## config.mk

```make
export PLATFORM = sky130hd
export DESIGN_NAME = tss_seq
export DESIGN_NICKNAME = d
export VERILOG_FILES = /design/src/rtl/tss_pkg.sv /design/src/rtl/tss_word_split.sv /design/src/rtl/tss_decode.sv /design/src/rtl/tss_sub_stack.sv /design/src/rtl/tss_seq.sv
export SDC_FILE = /design/constraint.sdc
export NUM_CORES = 1
export LEC_CHECK = 0
export BUFFER_PORTS_ARGS = -buffer_cell sky130_fd_sc_hd__buf_2
export CAP_MARGIN = 15
export CORE_AREA = 2 2 207 209
export DETAILED_ROUTE_END_ITERATION = 12
export DIE_AREA = 0 0 209 211
export GPL_TIMING_DRIVEN = 0
export HOLD_SLACK_MARGIN = 0.12
export SYNTH_ARGS = -nofsm -noshare
export SYNTH_HDL_FRONTEND = slang
export SYNTH_HIERARCHICAL = 1
export SYNTH_SLANG_ARGS = --single-unit
```

## constraint.sdc

```tcl
create_clock -name clk_i -period 9.8 [get_ports clk_i]
set_input_delay 1.96 -clock clk_i [delete_from_list [all_inputs] [get_ports clk_i]]
set_output_delay 1.96 -clock clk_i [all_outputs]
set_load 0.03 [all_outputs]
```

## src/rtl/tss_pkg.sv

```systemverilog
package tss_pkg;

  typedef enum logic [2:0] {
    K_EXEC, K_JMP, K_JMPT, K_HALTT, K_CALL, K_RET
  } kind_e;

  typedef enum logic [1:0] {
    RM_LEFT, RM_RIGHT, RM_LINK
  } resume_e;

  typedef enum logic [2:0] {
    ST_IDLE, ST_FETCH, ST_ISSUE, ST_EXEC, ST_HALT
  } state_e;

  localparam logic [7:0] FN_JMP   = 8'h01;
  localparam logic [7:0] FN_JMPT  = 8'h02;
  localparam logic [7:0] FN_HALTT = 8'h03;
  localparam logic [7:0] FN_CALL  = 8'h04;
  localparam logic [7:0] FN_RET   = 8'h05;

endpackage

```

## src/rtl/tss_word_split.sv

```systemverilog
module tss_word_split #(
  parameter int FUNC_W = 8,
  parameter int ADDR_W = 16,
  localparam int INSTR_W = FUNC_W + ADDR_W,
  localparam int WORD_W  = 2 * INSTR_W + ADDR_W
) (
  input  logic [WORD_W-1:0]  word_i,
  input  logic               slot_i,
  output logic [INSTR_W-1:0] instr_o,
  output logic [ADDR_W-1:0]  link_o
);

  logic [INSTR_W-1:0] slots [2];

  // slot 0 = left (top bits), slot 1 = right
  for (genvar g = 0; g < 2; g++) begin : g_slot
    assign slots[g] = word_i[WORD_W-1-g*INSTR_W -: INSTR_W];
  end

  assign instr_o = slots[slot_i];
  assign link_o  = word_i[ADDR_W-1:0];

endmodule

```

## src/rtl/tss_decode.sv

```systemverilog
module tss_decode
  import tss_pkg::*;
#(
  parameter int FUNC_W = 8,
  parameter int ADDR_W = 16,
  localparam int INSTR_W = FUNC_W + ADDR_W
) (
  input  logic [INSTR_W-1:0] instr_i,
  output kind_e              kind_o,
  output logic [FUNC_W-1:0]  func_o,
  output logic [ADDR_W-1:0]  arg_o
);

  assign func_o = instr_i[INSTR_W-1 -: FUNC_W];
  assign arg_o  = instr_i[ADDR_W-1:0];

  always_comb begin
    if      (func_o == FUNC_W'(FN_JMP))   kind_o = K_JMP;
    else if (func_o == FUNC_W'(FN_JMPT))  kind_o = K_JMPT;
    else if (func_o == FUNC_W'(FN_HALTT)) kind_o = K_HALTT;
    else if (func_o == FUNC_W'(FN_CALL))  kind_o = K_CALL;
    else if (func_o == FUNC_W'(FN_RET))   kind_o = K_RET;
    else                                  kind_o = K_EXEC;
  end

endmodule

```

## src/rtl/tss_sub_stack.sv

```systemverilog
module tss_sub_stack #(
  parameter int ADDR_W = 16,
  parameter int DEPTH  = 8,
  localparam int CNT_W = $clog2(DEPTH + 1),
  localparam int IDX_W = (DEPTH > 1) ? $clog2(DEPTH) : 1
) (
  input  logic              clk_i,
  input  logic              rst_ni,
  input  logic              push_i,
  input  logic              pop_i,
  input  logic [ADDR_W-1:0] push_addr_i,
  input  logic              push_slot_i,
  output logic [ADDR_W-1:0] top_addr_o,
  output logic              top_slot_o,
  output logic              full_o,
  output logic              empty_o
);

  logic [ADDR_W-1:0] ent_addr [DEPTH];
  logic              ent_slot [DEPTH];
  logic [CNT_W-1:0]  cnt_q;
  logic [IDX_W-1:0]  wr_idx, top_idx;

  assign wr_idx  = IDX_W'(cnt_q);
  assign top_idx = IDX_W'(cnt_q - CNT_W'(1));
  assign full_o  = (cnt_q == CNT_W'(DEPTH));
  assign empty_o = (cnt_q == '0);

  assign top_addr_o = ent_addr[top_idx];
  assign top_slot_o = ent_slot[top_idx];

  always_ff @(posedge clk_i or negedge rst_ni) begin
    if (!rst_ni) begin
      cnt_q <= '0;
      for (int i = 0; i < DEPTH; i++) begin
        ent_addr[i] <= '0;
        ent_slot[i] <= 1'b0;
      end
    end else if (push_i && !full_o) begin
      ent_addr[wr_idx] <= push_addr_i;
      ent_slot[wr_idx] <= push_slot_i;
      cnt_q <= cnt_q + CNT_W'(1);
    end else if (pop_i && !empty_o) begin
      cnt_q <= cnt_q - CNT_W'(1);
    end
  end

  a_r10_no_push_full: assert property (@(posedge clk_i) disable iff (!rst_ni)
    push_i |-> !full_o);
  a_r10_no_pop_empty: assert property (@(posedge clk_i) disable iff (!rst_ni)
    pop_i |-> !empty_o);
  a_r10_exclusive: assert property (@(posedge clk_i) disable iff (!rst_ni)
    !(push_i && pop_i));

endmodule

```

## src/rtl/tss_seq.sv

```systemverilog
module tss_seq
  import tss_pkg::*;
#(
  parameter int FUNC_W      = 8,
  parameter int ADDR_W      = 16,
  parameter int STACK_DEPTH = 8,
  localparam int INSTR_W = FUNC_W + ADDR_W,
  localparam int WORD_W  = 2 * INSTR_W + ADDR_W
) (
  input  logic              clk_i,
  input  logic              rst_ni,
  input  logic              start_i,
  input  logic [ADDR_W-1:0] start_addr_i,
  output logic              mem_req_o,
  output logic [ADDR_W-1:0] mem_addr_o,
  input  logic              mem_ack_i,
  input  logic [WORD_W-1:0] mem_rdata_i,
  output logic [ADDR_W-1:0] lbl_idx_o,
  input  logic [ADDR_W-1:0] lbl_tgt_i,
  input  logic              pred_i,
  output logic              exec_valid_o,
  output logic [FUNC_W-1:0] exec_func_o,
  output logic [ADDR_W-1:0] exec_addr_o,
  input  logic              exec_done_i,
  output logic              halt_o
);

  state_e            state_q, state_d;
  resume_e           resume_q, resume_d;
  logic [WORD_W-1:0] word_q, word_d;
  logic [ADDR_W-1:0] waddr_q, waddr_d;
  logic              slot_q, slot_d;

  logic [INSTR_W-1:0] cur_instr;
  logic [ADDR_W-1:0]  cur_link, rd_link, cur_arg;
  logic [FUNC_W-1:0]  cur_func;
  kind_e              cur_kind;

  logic              push, pop, stk_full, stk_empty, stk_slot;
  logic [ADDR_W-1:0] stk_addr;
  logic              jump_go, adv_go, halt_go;

  tss_word_split #(.FUNC_W(FUNC_W), .ADDR_W(ADDR_W)) u_split (
    .word_i  (word_q),
    .slot_i  (slot_q),
    .instr_o (cur_instr),
    .link_o  (cur_link)
  );

  tss_decode #(.FUNC_W(FUNC_W), .ADDR_W(ADDR_W)) u_dec (
    .instr_i (cur_instr),
    .kind_o  (cur_kind),
    .func_o  (cur_func),
    .arg_o   (cur_arg)
  );

  tss_sub_stack #(.ADDR_W(ADDR_W), .DEPTH(STACK_DEPTH)) u_stack (
    .clk_i       (clk_i),
    .rst_ni      (rst_ni),
    .push_i      (push),
    .pop_i       (pop),
    .push_addr_i (waddr_q),
    .push_slot_i (slot_q),
    .top_addr_o  (stk_addr),
    .top_slot_o  (stk_slot),
    .full_o      (stk_full),
    .empty_o     (stk_empty)
  );

  assign rd_link = mem_rdata_i[ADDR_W-1:0];

  always_comb begin
    state_d  = state_q;
    resume_d = resume_q;
    word_d   = word_q;
    waddr_d  = waddr_q;
    slot_d   = slot_q;
    push     = 1'b0;
    pop      = 1'b0;
    jump_go  = 1'b0;
    adv_go   = 1'b0;
    halt_go  = 1'b0;

    unique case (state_q)
      ST_IDLE: begin
        if (start_i) begin
          if (start_addr_i == '0) begin
            halt_go = 1'b1;
          end else begin
            waddr_d  = start_addr_i;
            resume_d = RM_LEFT;
            state_d  = ST_FETCH;
          end
        end
      end
      ST_FETCH: begin
        if (mem_ack_i) begin
          word_d = mem_rdata_i;
          unique case (resume_q)
            RM_LINK: begin
              // returned from a right-slot call: skip on to the link
              if (rd_link == '0) begin
                halt_go = 1'b1;
              end else begin
                waddr_d  = rd_link;
                resume_d = RM_LEFT;
              end
            end
            RM_RIGHT: begin
              slot_d  = 1'b1;
              state_d = ST_ISSUE;
            end
            default: begin
              slot_d  = 1'b0;
              state_d = ST_ISSUE;
            end
          endcase
        end
      end
      ST_ISSUE: begin
        unique case (cur_kind)
          K_JMP:   jump_go = 1'b1;
          K_JMPT:  if (pred_i) jump_go = 1'b1; else adv_go = 1'b1;
          K_HALTT: if (pred_i) halt_go = 1'b1; else jump_go = 1'b1;
          K_CALL: begin
            if (stk_full) begin
              halt_go = 1'b1;
            end else begin
              push    = 1'b1;
              jump_go = 1'b1;
            end
          end
          K_RET: begin
            if (stk_empty) begin
              halt_go = 1'b1;
            end else begin
              pop      = 1'b1;
              waddr_d  = stk_addr;
              resume_d = stk_slot ? RM_LINK : RM_RIGHT;
              state_d  = ST_FETCH;
            end
          end
          default: state_d = ST_EXEC;
        endcase
      end
      ST_EXEC: begin
        if (exec_done_i) adv_go = 1'b1;
      end
      default: ;
    endcase

    if (jump_go) begin
      if (lbl_tgt_i == '0) begin
        halt_go = 1'b1;
      end else begin
        waddr_d  = lbl_tgt_i;
        resume_d = RM_LEFT;
        state_d  = ST_FETCH;
      end
    end

    if (adv_go) begin
      if (!slot_q) begin
        slot_d  = 1'b1;
        state_d = ST_ISSUE;
      end else if (cur_link == '0) begin
        halt_go = 1'b1;
      end else begin
        waddr_d  = cur_link;
        resume_d = RM_LEFT;
        state_d  = ST_FETCH;
      end
    end

    if (halt_go) state_d = ST_HALT;
  end

  always_ff @(posedge clk_i or negedge rst_ni) begin
    if (!rst_ni) begin
      state_q  <= ST_IDLE;
      resume_q <= RM_LEFT;
      word_q   <= '0;
      waddr_q  <= '0;
      slot_q   <= 1'b0;
    end else begin
      state_q  <= state_d;
      resume_q <= resume_d;
      word_q   <= word_d;
      waddr_q  <= waddr_d;
      slot_q   <= slot_d;
    end
  end

  assign mem_req_o    = (state_q == ST_FETCH);
  assign mem_addr_o   = waddr_q;
  assign lbl_idx_o    = cur_arg;
  assign exec_valid_o = (state_q == ST_EXEC);
  assign exec_func_o  = cur_func;
  assign exec_addr_o  = cur_arg;
  assign halt_o       = (state_q == ST_HALT);

  a_r2_req_hold: assert property (@(posedge clk_i) disable iff (!rst_ni)
    mem_req_o && !mem_ack_i |=> mem_req_o && $stable(mem_addr_o));
  a_r4_no_null_fetch: assert property (@(posedge clk_i) disable iff (!rst_ni)
    mem_req_o |-> mem_addr_o != '0);
  a_r5_exec_hold: assert property (@(posedge clk_i) disable iff (!rst_ni)
    exec_valid_o && !exec_done_i |=>
      exec_valid_o && $stable(exec_func_o) && $stable(exec_addr_o));
  a_r3_one_port: assert property (@(posedge clk_i) disable iff (!rst_ni)
    !(mem_req_o && exec_valid_o));
  a_r6_exec_plain: assert property (@(posedge clk_i) disable iff (!rst_ni)
    exec_valid_o |-> (exec_func_o < FUNC_W'(FN_JMP)) || (exec_func_o > FUNC_W'(FN_RET)));
  a_r11_halt_sticky: assert property (@(posedge clk_i) disable iff (!rst_ni)
    halt_o |=> halt_o);

endmodule

```

==> flow_summary.yaml <==
status:
  outcome: "complete, no violations"
logic_synthesis:
  ys_seq_area_share_pct: 48.64
  synth_nets: 959
  ys_seq_elements: 226
  synth_ff_type: "dfrtp_1"
  yosys_warnings: 6
  synth_top_area_cell: "dfrtp_1"
  synth-edff-count: 0
  synthTopCellsByArea: "dfrtp_1 (49%), mux2_2 (22%), mux4_2 (6.6%), buf_4 (3.8%), mux2_4 (2.6%)"
  ys_types: 79
  ys_async_sr_fraction_pct: 100.0
  syn_area_um2: 11630
  yosysTopAreaCellShare_pct: 48.64
  synthesis.instances: 853
  avgSynthCellArea_um2: 13.63
floorplanning:
  die-area_um2: 44100
  die_h_um: 211
  dieWidth_um: 209
  start_util_pct: 27.84
  core_um2: 41760
  num_io_pins: 161
  rows: 75
critical_path:
  path_class: "reg2reg"
  required_ns: 10.22
  crit_fanout: 17
  cp_data_arrival_time_ns: 5.61
  cp-start-kind: "register"
  worstSetupEndpointType: "register"
routing:
  drt-total-wl_mm: 32.42
  initialDrtViolationCount: 562
  drc_errors: 0
  wl_per_cell_um: 20.18
  num_vias: 7939
  dr.pass1.iters: 6
  vias_per_cell: 4.943
  antenna_left: 0
placed_design:
  placement.io_buffers: 160
  dpl_cell_area_um2: 13170
  hpwl_mm: 23.38
  gp_congestion: 0.9259
  dp_cells: 1554
sta:
  relSlewSlack_pct: 38.59
  fin_crit_sh_pct: 52.99
  worst_pin_slew_ns: 0.9127
  hold_violations: 0
  skew_ns: 0.01211
  final_max_slew_viol_count: 0
  rsz0062_at_grt: "false"
  finalSetupViolCount: 0
  max_freq_mhz: 192.6
  finalSetupTns_ns: 0
  fin_hold_ws_ns: 0.4985
  period_minus_slack_ns: 5.193
grt:
  grt_pass1_vias: 8348
  overflow: 0
  grt_pass1_wl_mm: 49.62
  grt_max_degree: 102
  gr-usage-all-layers_pct: 14.76
  antenna_found_initial: 10
clocking:
  clock_latency_ns: 0.54
  h-tree-depth: 1
  clkSlewWorstSetupHoldPaths_ns: 0.06
  cts_setup_buffers: 0
  clock_sinks: 226
  cts_buffer_depth: 3
  postCtsHoldBufs: 0
  cts_buffers: 26
  cts-resized-gates: 0
  root_buffer: "clkbuf_16"
  cts_tree: "done"
finish:
  fin_cells: 1606
  final_area_um2: 14090
  final_util_pct: 33.73
  fill_cells: 4127
  area_delta_synth_final_pct: 21.16
  nets: 1149
  drive_gt1_share_pct: 56.12
power_and_ir_drop:
  leakage_nw: 6.679
  peakVddDrop_v: 0.0002563
  powerDensity_nw_per_um2: 290.1
hold_path:
  hold_path_class: "reg2reg"
flow_run:
  cap_violations: 0
-- cells in the mapped netlist, types with 3 or more instances --
cell type and count:
mux2_2 230, dfrtp_1 226, buf_4 59, mux4_2 34, nand2_1 27, mux2_4 20, o22ai_1 18, a21oi_1 17
buf_2 17, nor4_1 17, a31oi_1 15, nor2_1 15, clkbuf_1 14, inv_1 10, o21ai_0 10, a222oi_1 9
buf_1 6, buf_6 6, nand2b_1 6, a22o_1 5, and2_1 4, ha_1 4, nor3b_1 4, a22oi_1 3
and4_1 3, nand3_1 3, nor3_1 3, or4_1 3
-- cell type report --
| type | count | area (µm²) | area share (%) |
|---|---|---|---|
| sequential | 226 | 5655 | 40.15 |
| multi-input combinational | 509 | 5194 | 36.87 |
| timing repair buffer | 162 | 865.8 | 6.147 |
| clock buffer | 37 | 753.2 | 5.347 |
| buffer | 107 | 735.7 | 5.223 |
| tap | 539 | 674.4 | 4.788 |
| clock inverter | 10 | 153.9 | 1.093 |
| inverter | 11 | 41.29 | 0.2931 |
| antenna | 5 | 12.51 | 0.08883 |
-- flip-flops by register name, indices dropped and copies added (netlist names) --
signal	cells
resume_q	2
u_stack/cnt_q	4
slot_q	1
state_q	3
u_stack/ent_addr	128
word_q	64
u_stack/ent_slot	8
mem_addr_o	16
-- worst paths after layout --
kind,slack [ns],endpoint,cells after the start,startpoint
max,4.61,u_stack/cnt_q[3],13,slot_q
min,0.50,u_stack/ent_addr[32],1,u_stack/ent_addr[32]
max reg2reg,4.61,u_stack/cnt_q[3],13,slot_q
min reg2reg,0.50,u_stack/ent_addr[32],1,u_stack/ent_addr[32]
max in group asynchronous,7.23,word_q[34],3,rst_ni
min in group asynchronous,1.28,u_stack/ent_addr[64],1,rst_ni
-- stage by stage --
step | setup WS, ns | power [mW]
4_1_cts | 4.742 | 4.130
3_5_place_dp | 4.725 | 3.082
5_1_grt | 4.390 | 4.311
2_1_floorplan | 6.019 | 2.605
3_3_place_gp | 2.616 | 3.051
6_report | 4.607 | 4.086
-- kinds of logic (layout without fill, tap and decap cells) --
kind of cell               count (synthesis)  after routing  share of synthesized area (%)
muxes                                    285            285                          31.53
DFF                                      226            226                          48.64
buffers and inverters                    118            327                          6.683
and+or+nand+nor                          115            115                          6.091
AOI/OAI and AO/OA                        103            103                          6.404
adders and majority gates                  4              4                         0.4305
xor gates and xnor gates                   2              2                         0.2153
other                                      0              5                              0
-- worst max-delay path, cell delays in order (launching register included) --
cell and delay [ns]:
dfrtp_1 0.61, buf_6 0.22, buf_12 0.16, mux2_4 0.31
or3_4 0.39, nor4_1 0.40, clkbuf_1 0.37, nand4bb_1 0.35
nor2_1 0.75, clkbuf_1 0.74, nor4b_1 0.38, o21ai_0 0.17
nand3_1 0.11, o21ai_0 0.07
-- power by group --
part	total (mW)	leakage [nW]	internal [mW]	switching, mW
registers	1.36	3.01	1.16	0.205
logic	1.70	3.22	0.789	0.910
clock network	1.03	0.449	0.638	0.388
-- layer usage --
| metal | wire length (µm) | global-route usage (%) |
|---|---|---|
| met5 | 51 | 0 |
| met1 | 14600 | 20.35 |
| met2 | 14090 | 22.09 |
| met3 | 2588 | 4.431 |
| met4 | 1084 | 4.975 |
-- cell usage in the layout, fill, tap and decap left out, drive strengths merged, types with 3 or more instances in the layout --
master and instances:
a211oi 3, a21oi 17, a222oi 9, a22o 5
a22oi 3, a31oi 15, and2 5, and4 3
buf 253, bufinv 4, clkbuf 53, clkinv 6
dfrtp 226, diode 5, ha 4, inv 11
mux2 250, mux4 34, nand2 29, nand2b 6
nand3 6, nand4 3, nor2 15, nor3 4
nor3b 6, nor4 17, o21ai 11, o22ai 18
or4 5
(Power assumes the default switching activity.)
